===== src/rtl/psw_ldr_pkg.sv =====
package psw_ldr_pkg;

    localparam int WORD_W = 32;
    localparam int OPC_W  = 7;
    localparam int GRP_W  = 4;
    localparam int BYTE_W = 8;

    // big-endian bit n maps to little-endian index WORD_W-1-n
    localparam int BIT_LEAD = WORD_W - 1 - 0;
    localparam int BIT_CCEN = WORD_W - 1 - 10;
    localparam int BIT_FMEN = WORD_W - 1 - 11;
    localparam int OPC_HI   = WORD_W - 1 - 1;
    localparam int OPC_LO   = WORD_W - 1 - 7;

    typedef struct packed {
        logic [GRP_W-1:0] cc;
        logic [GRP_W-1:0] fm;
        logic             trap;
    } status_t;

    typedef struct packed {
        logic busy;
        logic cc_en;
        logic fm_en;
    } pend_t;

endpackage


===== src/rtl/psw_ldr_decode.sv =====
module psw_ldr_decode
    import psw_ldr_pkg::*;
#(
    parameter logic [OPC_W-1:0] OPC_IMM  = 7'h02,
    parameter logic [OPC_W-1:0] OPC_BYTE = 7'h70
) (
    input  logic              valid_i,
    input  logic [WORD_W-1:0] word_i,
    input  logic              indirect_i,
    output logic              is_byte_o,
    output logic              fire_o,
    output logic              trap_o,
    output logic              cc_en_o,
    output logic              fm_en_o,
    output logic [GRP_W-1:0]  imm_cc_o,
    output logic [GRP_W-1:0]  imm_fm_o
);
    logic [OPC_W-1:0] opc;
    logic             is_imm;
    logic             illegal;
    logic             unused_fields;

    always_comb begin
        opc       = word_i[OPC_HI:OPC_LO];
        is_imm    = valid_i && (opc == OPC_IMM);
        is_byte_o = valid_i && (opc == OPC_BYTE);
        illegal   = indirect_i || word_i[BIT_LEAD];
        trap_o    = is_imm && illegal;
        fire_o    = is_imm && !illegal;
        cc_en_o   = word_i[BIT_CCEN];
        fm_en_o   = word_i[BIT_FMEN];
        imm_cc_o  = word_i[2*GRP_W-1:GRP_W];
        imm_fm_o  = word_i[GRP_W-1:0];
    end

    assign unused_fields = ^{word_i[OPC_LO-1:BIT_CCEN+1], word_i[BIT_FMEN-1:2*GRP_W]};

endmodule


===== src/rtl/psw_ldr_pend.sv =====
module psw_ldr_pend
    import psw_ldr_pkg::*;
(
    input  logic clk,
    input  logic rst,
    input  logic valid_i,
    input  logic is_byte_i,
    input  logic cc_en_i,
    input  logic fm_en_i,
    input  logic byte_valid_i,
    output logic commit_o,
    output logic cc_en_o,
    output logic fm_en_o
);
    pend_t pend_d, pend_q;

    always_comb begin
        pend_d   = pend_q;
        commit_o = 1'b0;
        if (valid_i) begin
            pend_d.busy  = is_byte_i;
            pend_d.cc_en = cc_en_i;
            pend_d.fm_en = fm_en_i;
        end else if (pend_q.busy && byte_valid_i) begin
            commit_o    = 1'b1;
            pend_d.busy = 1'b0;
        end
    end

    always_ff @(posedge clk) begin
        if (rst) pend_q <= '0;
        else     pend_q <= pend_d;
    end

    assign cc_en_o = pend_q.cc_en;
    assign fm_en_o = pend_q.fm_en;

    // a non-byte instruction leaves nothing waiting
    assert_cancel_R8: assert property (@(posedge clk) disable iff (rst)
        (valid_i && !is_byte_i) |=> !pend_q.busy);

endmodule


===== src/rtl/psw_ldr_state.sv =====
module psw_ldr_state
    import psw_ldr_pkg::*;
(
    input  logic              clk,
    input  logic              rst,
    input  logic              fire_i,
    input  logic              trap_i,
    input  logic              imm_cc_en_i,
    input  logic              imm_fm_en_i,
    input  logic [GRP_W-1:0]  imm_cc_i,
    input  logic [GRP_W-1:0]  imm_fm_i,
    input  logic              commit_i,
    input  logic              byte_cc_en_i,
    input  logic              byte_fm_en_i,
    input  logic [BYTE_W-1:0] byte_i,
    output logic [GRP_W-1:0]  cc_o,
    output logic [GRP_W-1:0]  fm_o,
    output logic              trap_o
);
    status_t st_d, st_q;

    always_comb begin
        st_d      = st_q;
        st_d.trap = trap_i;
        if (fire_i) begin
            if (imm_cc_en_i) st_d.cc = imm_cc_i;
            if (imm_fm_en_i) st_d.fm = imm_fm_i;
        end else if (commit_i) begin
            if (byte_cc_en_i) st_d.cc = byte_i[BYTE_W-1:GRP_W];
            if (byte_fm_en_i) st_d.fm = byte_i[GRP_W-1:0];
        end
    end

    always_ff @(posedge clk) begin
        if (rst) st_q <= '0;
        else     st_q <= st_d;
    end

    assign cc_o   = st_q.cc;
    assign fm_o   = st_q.fm;
    assign trap_o = st_q.trap;

    assert_cc_hold_R4: assert property (@(posedge clk) disable iff (rst)
        ((!fire_i || !imm_cc_en_i) && (!commit_i || !byte_cc_en_i)) |=> $stable(st_q.cc));

    assert_fm_hold_R4: assert property (@(posedge clk) disable iff (rst)
        ((!fire_i || !imm_fm_en_i) && (!commit_i || !byte_fm_en_i)) |=> $stable(st_q.fm));

endmodule


===== src/rtl/psw_mode_loader.sv =====
module psw_mode_loader
    import psw_ldr_pkg::*;
#(
    parameter logic [OPC_W-1:0] OPC_IMM   = 7'h02,
    parameter logic [OPC_W-1:0] OPC_BYTE  = 7'h70,
    parameter int               VEC_W     = 8,
    parameter logic [VEC_W-1:0] TRAP_VEC  = 8'h40
) (
    input  logic              clk,
    input  logic              rst,
    input  logic              instr_valid,
    input  logic [WORD_W-1:0] instr_word,
    input  logic              instr_indirect,
    input  logic              byte_valid,
    input  logic [BYTE_W-1:0] byte_data,
    output logic [GRP_W-1:0]  cc_q,
    output logic [GRP_W-1:0]  fmode_q,
    output logic              trap_req,
    output logic [VEC_W-1:0]  trap_vector
);
    logic             is_byte, fire, trap_d;
    logic             cc_en, fm_en;
    logic [GRP_W-1:0] imm_cc, imm_fm;
    logic             commit, p_cc_en, p_fm_en;

    psw_ldr_decode #(.OPC_IMM(OPC_IMM), .OPC_BYTE(OPC_BYTE)) u_decode (
        .valid_i    (instr_valid),
        .word_i     (instr_word),
        .indirect_i (instr_indirect),
        .is_byte_o  (is_byte),
        .fire_o     (fire),
        .trap_o     (trap_d),
        .cc_en_o    (cc_en),
        .fm_en_o    (fm_en),
        .imm_cc_o   (imm_cc),
        .imm_fm_o   (imm_fm)
    );

    psw_ldr_pend u_pend (
        .clk          (clk),
        .rst          (rst),
        .valid_i      (instr_valid),
        .is_byte_i    (is_byte),
        .cc_en_i      (cc_en),
        .fm_en_i      (fm_en),
        .byte_valid_i (byte_valid),
        .commit_o     (commit),
        .cc_en_o      (p_cc_en),
        .fm_en_o      (p_fm_en)
    );

    psw_ldr_state u_state (
        .clk          (clk),
        .rst          (rst),
        .fire_i       (fire),
        .trap_i       (trap_d),
        .imm_cc_en_i  (cc_en),
        .imm_fm_en_i  (fm_en),
        .imm_cc_i     (imm_cc),
        .imm_fm_i     (imm_fm),
        .commit_i     (commit),
        .byte_cc_en_i (p_cc_en),
        .byte_fm_en_i (p_fm_en),
        .byte_i       (byte_data),
        .cc_o         (cc_q),
        .fm_o         (fmode_q),
        .trap_o       (trap_req)
    );

    assign trap_vector = TRAP_VEC;

    assert_trap_nowrite_R7: assert property (@(posedge clk) disable iff (rst)
        trap_req |-> (cc_q == $past(cc_q) && fmode_q == $past(fmode_q)));

    assert_trap_cause_R7: assert property (@(posedge clk) disable iff (rst)
        trap_req |-> $past(instr_valid));

    assert_idle_stable_R6: assert property (@(posedge clk) disable iff (rst)
        (!instr_valid && !byte_valid) |=> ($stable(cc_q) && $stable(fmode_q)));

endmodule


===== config.mk =====
export PLATFORM = sky130hd
export DESIGN_NAME = psw_mode_loader
export DESIGN_NICKNAME = d
export VERILOG_FILES = /design/src/rtl/psw_ldr_pkg.sv /design/src/rtl/psw_ldr_decode.sv /design/src/rtl/psw_ldr_pend.sv /design/src/rtl/psw_ldr_state.sv /design/src/rtl/psw_mode_loader.sv
export SDC_FILE = /design/constraint.sdc
export NUM_CORES = 1
export LEC_CHECK = 0
export ABC_AREA = 1
export BUFFER_PORTS_ARGS = -buffer_cell sky130_fd_sc_hd__buf_4
export CAP_MARGIN = 20
export CORE_MARGIN = 3
export CORE_UTILIZATION = 41
export CTS_BUF_LIST = sky130_fd_sc_hd__clkbuf_8
export CTS_CLUSTER_SIZE = 16
export DETAILED_ROUTE_END_ITERATION = 6
export GPL_ROUTABILITY_DRIVEN = 0
export PLACE_DENSITY = 0.83
export SLEW_MARGIN = 0
export SYNTH_ARGS = -nofsm -noshare
export SYNTH_HDL_FRONTEND = slang
export SYNTH_HIERARCHICAL = 1
export SYNTH_SLANG_ARGS = --single-unit

===== constraint.sdc =====
create_clock -name clk -period 1.55 [get_ports clk]
set_input_delay 0.155 -clock clk [delete_from_list [all_inputs] [get_ports clk]]
set_output_delay 0.155 -clock clk [all_outputs]
set_load 0.02 [all_outputs]

Word-level counts from Yosys, hierarchy flattened:

Index checks and enable logic that the tools add are counted.

* eq/ne operators: 4
* reductions and logical operators: 13
* multiplexer cells: 10

Operators by type and width (number)
* $mux W4: 4
* $mux W8: 2
* $reduce_bool A2 Y1: 4
* $eq A7 B2 Y1 const B: 1
* $eq A7 B7 Y1 const B: 1
* $reduce_and A3 Y1: 2
* $logic_and A1 B1 Y1: 5
* $mux W1: 4
* $ne A2 B2 Y1 const B: 2
* $logic_not A1 Y1: 1
* $logic_or A1 B1 Y1: 1

* output and inout port bits: 17
* register bits: 12
* word-level logic and storage cells: 33

Longest topological paths before layout:

* depth after elaboration: 5
* gate-level depth with buffers: 11

By module:

The synthesis kept the hierarchy.

Modules (own cells, without submodules)
* psw_ldr_state: instances 1, area an instance 548.0 um^2, cells each 93
* psw_ldr_decode: instances 1, area an instance 157.7 um^2, cells each 31
* psw_ldr_pend: instances 1, area an instance 123.9 um^2, cells each 19
* psw_mode_loader: instances 1, area an instance 67.6 um^2, cells each 10

Worst setup path before layout:

OpenSTA, ideal clock, no wires.

* path type: input to register
* start: in instr_word[26]
* end: reg u_state.st_q, in the netlist u_state/cc_o[0]
* stages: 11
* path slack: 0.386 ns
* arrival time: 1.052 ns
* setup time: 0.113 ns
* data required time: 1.437 ns
* buffers on the path: 1
* path through: inv_1 nand2_1 nor2_1 nand2_1 nor2_1 inv_2 buf_6 nand2_2 nand2_2 nor2_1 nor2_1

* word-level cells in the longest chain between the ends: 5

Ends and longest elaborated chain
* start: declaration: RTL line psw_mode_loader.sv:12 `input logic [WORD_W-1:0] instr_word,`
* $eq A7 B2 Y1 (*): RTL line psw_ldr_decode.sv:25 `is_imm = valid_i && (opc == OPC_IMM);`
* $logic_and A1 B1 Y1 (*): RTL line psw_ldr_decode.sv:25
* $logic_and A1 B1 Y1 (*): RTL line psw_ldr_decode.sv:29 `fire_o = is_imm && !illegal;`
* via fire: RTL line psw_mode_loader.sv:21 `logic is_byte, fire, trap_d;`
* $ne A2 B2 Y1 (no source line) / $reduce_bool A2 Y1 (equally long branches)
* $reduce_and A3 Y1 (no source line)
* end signal: assignment: RTL line psw_ldr_state.sv:36 `else st_q <= st_d;`
* end: declaration: RTL line psw_ldr_state.sv:20 `status_t st_d, st_q;`

The timed path passes the listed nets; every way through them passes the cells marked *.
A chain may end at the register's enable or synchronous reset.

Worst setup path after layout:

* start: in instr_word[30]
* end: reg u_state.st_q, in the netlist u_state/cc_o[1]

The elaborated chain is that of the path after synthesis.

==> reports/summary.md <==
The flow ran to the end, and the final reports show no timing, DRC or antenna violations. Counting every sink on the clock net gives 12. Measured along the x axis, the die boundary spans 52.8 microns.

Arrival time of the worst setup path: 1.26 ns. The global routing's busiest layer was met2. In this design, the stage delay of the slowest critical-path cell is 0.23 ns. Port buffering added 39 buffers. The mux contribution to synthesized area is 0. The required time of the critical path is 1.72 ns. IR analysis of the VDD net gives a maximum drop of 0.000575 V. The number of antenna diodes in the final layout is 0.

The run gives 3 as the number of detailed-routing iterations run before antenna repair. The TritonCTS buffer count is 3, and the maximum clock rate is 0.919 GHz. The gate count of the mapped netlist is 153. For the initial antenna violation count, the log shows 0. The run gives 229 as the net count of the finished layout. After detailed routing, the number of remaining DRC violations is 0. Yosys printed 6 warnings. In this run, the number of DRC markers left after iteration 0 of detailed routing was 3. The depth of the most critical reg-to-reg path is 6, and the core area is 0.00202 sq mm. The die area came out at 0.00279 sq mm. The post-CTS repair timing setup buffer count is 0.

Ratio of cells with drive above 1 in the final layout: 0.275. The combined global-route utilization of all metal layers came out at 0.143. The overall overflow remaining after global route came out at 0. Cell seen most often among critical-path stages: nor2_1. The final setup violation count came out at 0.

Clock skew on the completed layout was measured at 0.000405 ns. Subtracting the final worst setup slack from the clock period gives 1.09 ns. Summed over all cells, the static leakage comes to 0.674 nW. The number of H-tree levels is 1, and the largest net degree at the start of global routing is 13. The floorplan die height works out to 52.8 microns. The XOR/XNOR share of the synthesized area is 0, and the mapped cell area is 897 sq um. After filler insertion, the fill cell instance count of the layout stands at 202. The total wire length is 1.79 mm, and the final number of hold-violating endpoints is 0.

The met2 track demand over resource in global routing is 0.240. The design draws 0.719 mW. The part of the cycle the worst path needs is 0.702.

Type of the worst setup path: input port to register. The run gives 0 ns as the post-route setup TNS. For this design, the CTS-stage hold fixing added 0 buffers. The number of vias per cell after detailed routing is 4.30. The critical path goes through buf_4, inv_1, nand2_1, nor2_1, nand2_1, nor2_1, buf_4, nand2_1, nand2_2, nor2_1, nor2_1. The worst setup path is captured at a register.

The number of cell rows is 16. Slowest stage cell on the critical path: buf_4. After synthesis, the largest family of logic cells by area is simple AND/OR/NAND/NOR gates. The sequential cell area was 240 sq um; the total of max-cap violations was 0. The global routing met1 resource utilization is 0.166, and the clock-pin slew of the registers on the worst-case setup and hold paths is 0.05 ns.

The post-synthesis share of cell area spent on and, or, nand and nor gates is 0.431, and the growth of design area from synthesis to finish is 26.8%. The area fraction in compound gates after synthesis came out at 0.0167. The run gives 2 as the maximum clock path buffer count. The tools report the cell at the root of the clock tree as clkbuf_8. Setup repair after global routing left no endpoint under its margin.

Power spread over the standard cell area amounts to 633 mW/mm^2. In this run, post-CTS repair resized a total of 0 instances. Synthesized flop and latch total: 12. The count of different cell masters after synthesis was 15.

The clock network latency to the later pin of the worst-skew pair is 0.24 ns. The cell depth of the worst hold path was 2. TritonCTS built the clock tree. For the portion of the post-synthesis area used by sequential elements, the log shows 0.268. The path class of the tightest hold or removal check is input port to register.

The worst hold margin was 0.0876 ns. The wire length of the first global-routing pass is 3.00 mm. The launching element type of the critical path is an input port.

For the initial core utilization, the log shows 0.444. The share of synthesized cell area in full adder, half adder and majority cells was 0; the global-route track usage on met3 was 0.0627. Once detail routing completed, the nets flagged for antenna violations numbered 0. The run gives 774 as the number of global-route vias before repair. The final HPWL from detailed placement is 1.55 mm.

The wire length per cell works out to 8.55 microns. The final max-slew violation count was 0; the average size of a mapped cell was 5.86 sq um. The largest fanout of any net on the critical path was 12. In this run the count of I/O pins placed on the die edge is 62. The multi-input combinational cells in the finished layout cover a total of 432 sq um. The total number of vias is 898.
cell usage in the layout (no fill, tap or decap), drive strengths merged:
cell type  count
nand2         50
conb           8
nand4          1
inv           24
nand3         11
clkbuf         3
dfxtp         12
o21ai          2
nor2          30
buf           40
a21oi          1
final cells by class:
type                            count  area share
Timing Repair Buffer               40       0.264
Sequential cell                    12       0.211
Clock buffer                        3      0.0363
Inverter                           24      0.0792
Multi-Input combinational cell    103       0.380
Tap cell                           27      0.0297
synthesized netlist by cell type (all sizes together):
cell / count / area (sq um)
nand4: 1 / 6.26
inv: 24 / 90.1
nand3: 11 / 55.1
nand2: 50 / 213
a21oi: 1 / 5.00
buf: 20 / 158
conb: 2 / 7.51
nor2: 30 / 113
o21ai: 2 / 10.0
dfxtp: 12 / 240
path summary, 6_finish.rpt:
check | slack [ns] | endpoint | startpoint
max reg2reg | 0.49 | u_state/cc_o[1]$_SDFFE_PP0P_ | u_pend/pend_q[2]$_SDFFE_PP0P_
min reg2reg | 0.49 | u_pend/pend_q[2]$_SDFFE_PP0P_ | u_pend/pend_q[2]$_SDFFE_PP0P_
max | 0.46 | u_state/cc_o[1]$_SDFFE_PP0P_ | instr_word[30]
min | 0.09 | u_state/trap_o$_SDFF_PP0_ | rst
where the power goes:
group	switching, mW	leakage [nW]	internal [mW]
Combinational	0.0614	0.555	0.0647
Sequential	0.00402	0.0974	0.316
Clock	0.103	0.0216	0.170
Total	0.168	0.674	0.551
state kept, by name (all words and copies together) (netlist names):
register	cells
u_pend/cc_en_o	1
u_pend/fm_en_o	1
u_pend/pend_q	1
u_state/cc_o	4
u_state/fm_o	4
u_state/trap_o	1
critical path, delay by kind of cell:
kind,cells,cell delay [ns]
simple gates,8,0.72
buf+inv,3,0.38
metal layers:
metal,vias up,wire length (microns)
li1,479,-
met1,394,695
met2,22,954
met3,3,120
met4,0,16
met5,-,0
cells by family (layout without fill, tap and decap cells):
logic type / count (synthesis) / in the layout
AO/OA/AOI/OAI: 3 / 3
buffers and inverters: 44 / 67
flip-flops: 12 / 12
other: 2 / 8
AND/OR/NAND/NOR: 92 / 92
through the flow:
stage          utilization  setup WS [ns]  instance area [sq um]  instances
2_1_floorplan            -          0.386                    920        159
3_3_place_gp         0.542          0.242                   1100        206
3_5_place_dp         0.542          0.228                   1100        206
4_1_cts              0.563          0.462                   1140        209
5_1_grt              0.563          0.319                   1140        209
6_report             0.563          0.462                   1140        209
Power figures use the tool's default switching activity.
